**src/rtl/tmr_irq_pkg.sv**
```systemverilog
// Package: flag bit positions and sizes shared by the timer flag register.
// Assumes the bit order is fixed because software decodes it.
package tmr_irq_pkg;
    localparam int NFLAG     = 8;
    localparam int B_T16_OVF = 7;
    localparam int B_T16_CMA = 6;
    localparam int B_T16_CMB = 5;
    localparam int B_RSVD    = 4;
    localparam int B_CAP     = 3;
    localparam int B_T8_CMB  = 2;
    localparam int B_T8_OVF  = 1;
    localparam int B_T8_CMA  = 0;
    localparam logic [NFLAG-1:0] RSVD_MASK = NFLAG'(1) << B_RSVD;
endpackage

```
**src/rtl/t16_evt.sv**
```systemverilog
// Module: t16_evt
// Detects the 16-bit timer events and turns them into set pulses.
// Compare matches are recorded in one tick and released in the next tick.
// A forced strobe in the match tick cancels that match. Overflow and
// TOP-reach pulses fire in the tick itself.
// Assumes tick is a one-cycle enable that marks timer steps.
module t16_evt #(
    parameter int CNT_W = 16,
    parameter int NCMP  = 2
) (
    input  logic             clk,
    input  logic             rst_n,
    input  logic             tick,
    input  logic [CNT_W-1:0] cnt,
    input  logic [CNT_W-1:0] cmp_val [NCMP],
    input  logic [NCMP-1:0]  force_stb,
    input  logic [CNT_W-1:0] icr,
    input  logic             icr_top,
    input  logic             cap_evt,
    output logic [NCMP-1:0]  set_cmp,
    output logic             set_ovf,
    output logic             set_cap
);
    localparam logic [CNT_W-1:0] CNT_MAX = {CNT_W{1'b1}};

    logic [NCMP-1:0] match_q;

    for (genvar c = 0; c < NCMP; c++) begin : g_cmp
        // Record a match (unless forced) on each tick, held until the next tick.
        always_ff @(posedge clk) begin
            if (!rst_n)
                match_q[c] <= 1'b0;
            else if (tick)
                match_q[c] <= (cnt == cmp_val[c]) && !force_stb[c];
        end
        // Release the recorded match as a set pulse on the following tick.
        assign set_cmp[c] = tick && match_q[c];
    end

    // Overflow: count at its maximum during a tick wraps at this edge.
    assign set_ovf = tick && (cnt == CNT_MAX);

    // Capture source: TOP reach in capture-TOP modes, otherwise the pin pulse.
    always_comb begin
        if (icr_top)
            set_cap = tick && (cnt == icr);
        else
            set_cap = tick && cap_evt;
    end
endmodule

```
**src/rtl/flag_bank.sv**
```systemverilog
// Module: flag_bank
// Bank of set/clear flags. A set has priority over a same-cycle clear.
// Bits marked reserved are tied to zero.
// Assumes set, write-one clear and acknowledge vectors are bit-aligned.
module flag_bank #(
    parameter int                NFLAG = 8,
    parameter logic [NFLAG-1:0]  RSVD  = '0
) (
    input  logic             clk,
    input  logic             rst_n,
    input  logic [NFLAG-1:0] set_v,
    input  logic [NFLAG-1:0] clr_v,
    output logic [NFLAG-1:0] flags
);
    for (genvar i = 0; i < NFLAG; i++) begin : g_bit
        if (RSVD[i]) begin : g_rsvd
            // Reserved position: constant zero.
            assign flags[i] = 1'b0;
        end else begin : g_flag
            // Flag update: set wins, else clear, else hold.
            always_ff @(posedge clk) begin
                if (!rst_n)
                    flags[i] <= 1'b0;
                else if (set_v[i])
                    flags[i] <= 1'b1;
                else if (clr_v[i])
                    flags[i] <= 1'b0;
            end
        end
    end
endmodule

```
**src/rtl/irq_gate.sv**
```systemverilog
// Module: irq_gate
// Forms masked interrupt requests from flags, the mask and the global enable.
// Purely combinational; assumes the consumer registers the result if needed.
module irq_gate #(
    parameter int NFLAG = 8
) (
    input  logic [NFLAG-1:0] flags,
    input  logic [NFLAG-1:0] mask,
    input  logic             gie,
    output logic [NFLAG-1:0] irq
);
    // Request per flag when flag, mask bit and global enable are all high.
    always_comb begin
        irq = gie ? (flags & mask) : '0;
    end
endmodule

```
**src/rtl/tmr_irq_flags.sv**
```systemverilog
// Module: tmr_irq_flags
// Top of the timer interrupt flag register. It gathers the 16-bit event
// pulses and the qualified 8-bit pulses into the flag byte, and it applies
// the write-one and acknowledge clears. It drives the read data and the
// masked requests.
// Assumes modes with mode[3]=1 and mode[0]=0 use the capture value as TOP.
module tmr_irq_flags
    import tmr_irq_pkg::*;
#(
    parameter int CNT_W  = 16,
    parameter int MODE_W = 4
) (
    input  logic             clk,
    input  logic             rst_n,
    input  logic             tick,
    input  logic [CNT_W-1:0] cnt,
    input  logic [CNT_W-1:0] ocr_a,
    input  logic [CNT_W-1:0] ocr_b,
    input  logic [CNT_W-1:0] icr,
    input  logic [MODE_W-1:0] mode,
    input  logic             cap_evt,
    input  logic             force_a,
    input  logic             force_b,
    input  logic             t8_oca_evt,
    input  logic             t8_ov_evt,
    input  logic             t8_ocb_evt,
    input  logic             bus_we,
    input  logic [NFLAG-1:0] bus_wdata,
    output logic [NFLAG-1:0] rd_data,
    input  logic [NFLAG-1:0] ack,
    input  logic [NFLAG-1:0] mask,
    input  logic             gie,
    output logic [NFLAG-1:0] irq
);
    logic [CNT_W-1:0] cmp_val [2];
    logic [1:0]       set_cmp;
    logic             set_ovf;
    logic             set_cap;
    logic             icr_top;
    logic [NFLAG-1:0] set_v;
    logic [NFLAG-1:0] clr_v;

    // Capture-TOP modes: upper mode bit set and lowest mode bit clear.
    assign icr_top    = mode[MODE_W-1] && !mode[0];
    assign cmp_val[0] = ocr_a;
    assign cmp_val[1] = ocr_b;

    t16_evt #(.CNT_W(CNT_W), .NCMP(2)) u_t16 (
        .clk      (clk),
        .rst_n    (rst_n),
        .tick     (tick),
        .cnt      (cnt),
        .cmp_val  (cmp_val),
        .force_stb({force_b, force_a}),
        .icr      (icr),
        .icr_top  (icr_top),
        .cap_evt  (cap_evt),
        .set_cmp  (set_cmp),
        .set_ovf  (set_ovf),
        .set_cap  (set_cap)
    );

    // Set vector in register bit order; 8-bit pulses are qualified by tick.
    always_comb begin
        set_v            = '0;
        set_v[B_T16_OVF] = set_ovf;
        set_v[B_T16_CMA] = set_cmp[0];
        set_v[B_T16_CMB] = set_cmp[1];
        set_v[B_CAP]     = set_cap;
        set_v[B_T8_CMB]  = tick && t8_ocb_evt;
        set_v[B_T8_OVF]  = tick && t8_ov_evt;
        set_v[B_T8_CMA]  = tick && t8_oca_evt;
    end

    // Clear vector: write-one bits and vector acknowledges.
    assign clr_v = (bus_we ? bus_wdata : '0) | ack;

    flag_bank #(.NFLAG(NFLAG), .RSVD(RSVD_MASK)) u_bank (
        .clk   (clk),
        .rst_n (rst_n),
        .set_v (set_v),
        .clr_v (clr_v),
        .flags (rd_data)
    );

    irq_gate #(.NFLAG(NFLAG)) u_irq (
        .flags (rd_data),
        .mask  (mask),
        .gie   (gie),
        .irq   (irq)
    );
endmodule

```
**config.mk**
```make
export PLATFORM = sky130hd
export DESIGN_NAME = tmr_irq_flags
export DESIGN_NICKNAME = d
export VERILOG_FILES = /design/src/rtl/tmr_irq_pkg.sv /design/src/rtl/t16_evt.sv /design/src/rtl/flag_bank.sv /design/src/rtl/irq_gate.sv /design/src/rtl/tmr_irq_flags.sv
export SDC_FILE = /design/constraint.sdc
export NUM_CORES = 1
export LEC_CHECK = 0
export BUFFER_PORTS_ARGS = -buffer_cell sky130_fd_sc_hd__clkbuf_2
export CAP_MARGIN = 10
export CORE_MARGIN = 4
export CORE_UTILIZATION = 34
export CTS_CLUSTER_DIAMETER = 200
export DETAILED_ROUTE_END_ITERATION = 8
export PLACE_DENSITY = 0.91
export SYNTH_ARGS = -nofsm -noshare
export SYNTH_HDL_FRONTEND = slang
export SYNTH_SLANG_ARGS = --single-unit
export TNS_END_PERCENT = 1
```
**constraint.sdc**
```tcl
create_clock -name clk -period 1.08 [get_ports clk]
set_input_delay 0.162 -clock clk [delete_from_list [all_inputs] [get_ports clk]]
set_output_delay 0.162 -clock clk [all_outputs]
set_load 0.02 [all_outputs]
```
==> flow_summary.toml <==
[yosys]
synthXorXnorAreaFrac_pct = 40.9
synthDominantCellAreaShare_pct = 35.8
synth.distinct_cells = 24
muxShareOfSynthArea_pct = 0
yosys-top-cells-area = "xor2_1 (36%), dfxtp_1 (18%), xnor2_1 (5.1%), a32oi_1 (4.3%), and3_1 (4.3%)"
synth-compound-area-share_pct = 9.12
ys_seq_area_share_pct = 17.5
synth_enable_flop_cells = 0
yosys.area_share.simple_pct = 27.9
synth_ff_type = "dfxtp_1"
synth_top_family_by_area = "XOR/XNOR gates"
syn_area_um2 = 1030
yosysTopAreaCell = "xor2_1"
yosysWarnings = 0
synthAdderAreaFrac_pct = 0
ys_seq_elements = 9
synthArstFlopShare_pct = 0
yosysMostFrequentCell = "xor2_1"
synthCells = 126
synth.cells.most_frequent = "xor2_1 (42), nand2_1 (11), dfxtp_1 (9)"
postSynthAreaPerCell_um2 = 8.16

[clock_network]
tritoncts = "built"
post_cts_buffers = 0
insertion_delay_ps = 260
path_clk_slew_ps = 70
clock_tree.root_cell = "clkbuf_4"
htree_levels = 1
clockBufferDepth = 2
clock_sinks = 9
tritoncts.num_buffers = 3

[setup_path]
cp.arrival_ps = 1240
crit_slowest_cell = "nor4_2"
cpPeakStageDelay_ps = 350
cp_max_fo = 4
endpoint_kind = "register"
path_class = "primary input to register"
crit_buf_inv = 1
cp_top_family = "simple AND/OR/NAND/NOR gates"
crit_chain = "clkbuf_2 -> xor2_1 -> nor4_2 -> nand4_1 -> o41ai_2"
critPathLaunchType = "primary input"
required_ps = 1250

[final_layout]
drive_above_1_share_pct = 56.2
final_area_um2 = 1770
utilization_pct = 62.6
area_delta_synth_final_pct = 72.1
final_net_count = 355
antennaDiodeCount = 0

[timing]
rsz0062_at_grt = "yes"
min_period_over_period_pct = 99.3
fmax_mhz = 933
finalHoldViolations = 0
period_needed_ps = 1070
finalSetupViolations = 0
finClkSkew_ps = 7.12
drv_slew = 0

[global_routing]
grt_pass1_vias = 1411
grt_use_total_pct = 18.4
grt_max_degree = 10
grt_overflow = 0
grt_first_pass_wirelength_mm = 5.98
grt_antenna_before_repair = 0

[die]
ioPinCount = 119
die_w_um = 63
rows = 19
dieArea_um2 = 3970
die_h_um = 63
initial_core_util_pct = 36.4
coreArea_um2 = 2830

[outcome]
outcome = "completed"

[job]
drv_cap = 0

[pwr]
p_per_area_nw_per_um2 = 638
leakage_nw = 0.957
ir_drop_mv = 0.314

[routing]
wl_per_cell_um = 14.1
drt-pass1-iter-count = 4
drt_wl_total_mm = 3.97
drt_iter0_markers = 38
vias_per_cell = 4.88
ant_nets = 0
num_vias = 1375
drc = 0

[placement]
gp_congestion = 0.848
numPortBuffers = 111
dp_hpwl_mm = 3.54
place_area_um2 = 1700

[hold_path]
hold_class = "primary input to register"
==> cells in the final DEF, fill, tap and decap left out <==
master,Yosys,final
nand4_1,7,7
o21ai_0,2,2
clkinv_2,0,1
o41ai_2,1,1
conb_1,1,2
nand2b_1,1,1
nand3b_1,1,1
a21boi_1,1,1
inv_1,5,5
nor4_2,3,3
nor3_1,3,3
buf_4,2,18
nand3_1,2,2
nor4_1,7,7
nor2b_1,6,6
a211oi_1,1,1
xor2_1,42,42
buf_6,0,2
and3_1,7,5
a41oi_1,1,1
and3_4,0,2
clkbuf_4,0,3
xnor2_1,6,6
dfxtp_2,0,7
a32oi_1,5,5
nand2_1,11,11
dfxtp_1,9,2
clkbuf_2,1,104
==> through the flow <==
step | hold slack [ps] | std cells | worst slack (ps) | setup TNS, ps | power (mW)
final | 142 | 282 | 7.73 | 0 | 1.13
after CTS | 143 | 282 | 0.0782 | 0 | 1.13
after global placement | 411 | 278 | -185 | -454 | 0.849
after global routing | 166 | 282 | -11.2 | -31.9 | 1.20
after detailed placement | 419 | 278 | -258 | -647 | 0.864
after floorplan | 315 | 127 | 125 | 0 | 0.562
==> layer usage <==
metal | share of wire, % | wire [um] | global-route usage (%)
met1 | 35 | 1380 | 18.9
met2 | 56 | 2210 | 37.2
met3 | 9.2 | 367 | 3.24
met4 | 0.48 | 19 | 4.96
met5 | 0 | 0 | 0
==> worst min-delay path: stages <==
cell and delay [ps]:
clkbuf_2 80, a32oi_1 40, nor2b_1 90
==> power breakdown <==
group / switching, mW / total [mW] / internal (mW) / leakage (nW)
clock network: 0.131 / 0.268 / 0.137 / 0.0177
logic: 0.244 / 0.516 / 0.272 / 0.863
registers: 0.00506 / 0.346 / 0.341 / 0.0762
total: 0.380 / 1.13 / 0.749 / 0.957
==> registers in the layout, summed over array words and instances, names as in the netlist <==
signal and count:
u_bank.flags 7, u_t16.match_q 2
==> kinds of logic (layout without fill, tap and decap cells) <==
logic type,count (synthesis),after routing
XOR/XNOR,48,48
AND/OR/NAND/NOR,48,48
AO/OA/AOI/OAI,11,11
flip-flops,9,9
buffers and inverters,9,133
other,1,2
==> layout make-up <==
cell class	instances	area (um^2)
clock buffer	3	22.5
sequential	9	189
timing repair buffer	124	678
inverter	5	18.8
tap	31	38.8
multi-input combinational	109	818
fill	254	1060
clock inverter	1	5.00
==> worst paths after layout <==
path / startpoint / endpoint / slack (ps) / depth (start not counted)
max: cnt[1] / u_bank.flags[3] / 8 / 5
min: t8_ocb_evt / u_bank.flags[2] / 140 / 3
max reg2reg: u_bank.flags[3] / u_bank.flags[3] / 200 / 4
min reg2reg: u_t16.match_q[1] / u_t16.match_q[1] / 470 / 2
==> timing repair <==
action | CTS | global route
pin swaps | 0 | 1
gates resized for setup | 11 | 14
hold buffers | 0 | 0
setup endpoints to repair | 6 | 8
(Power assumes the default switching activity.)
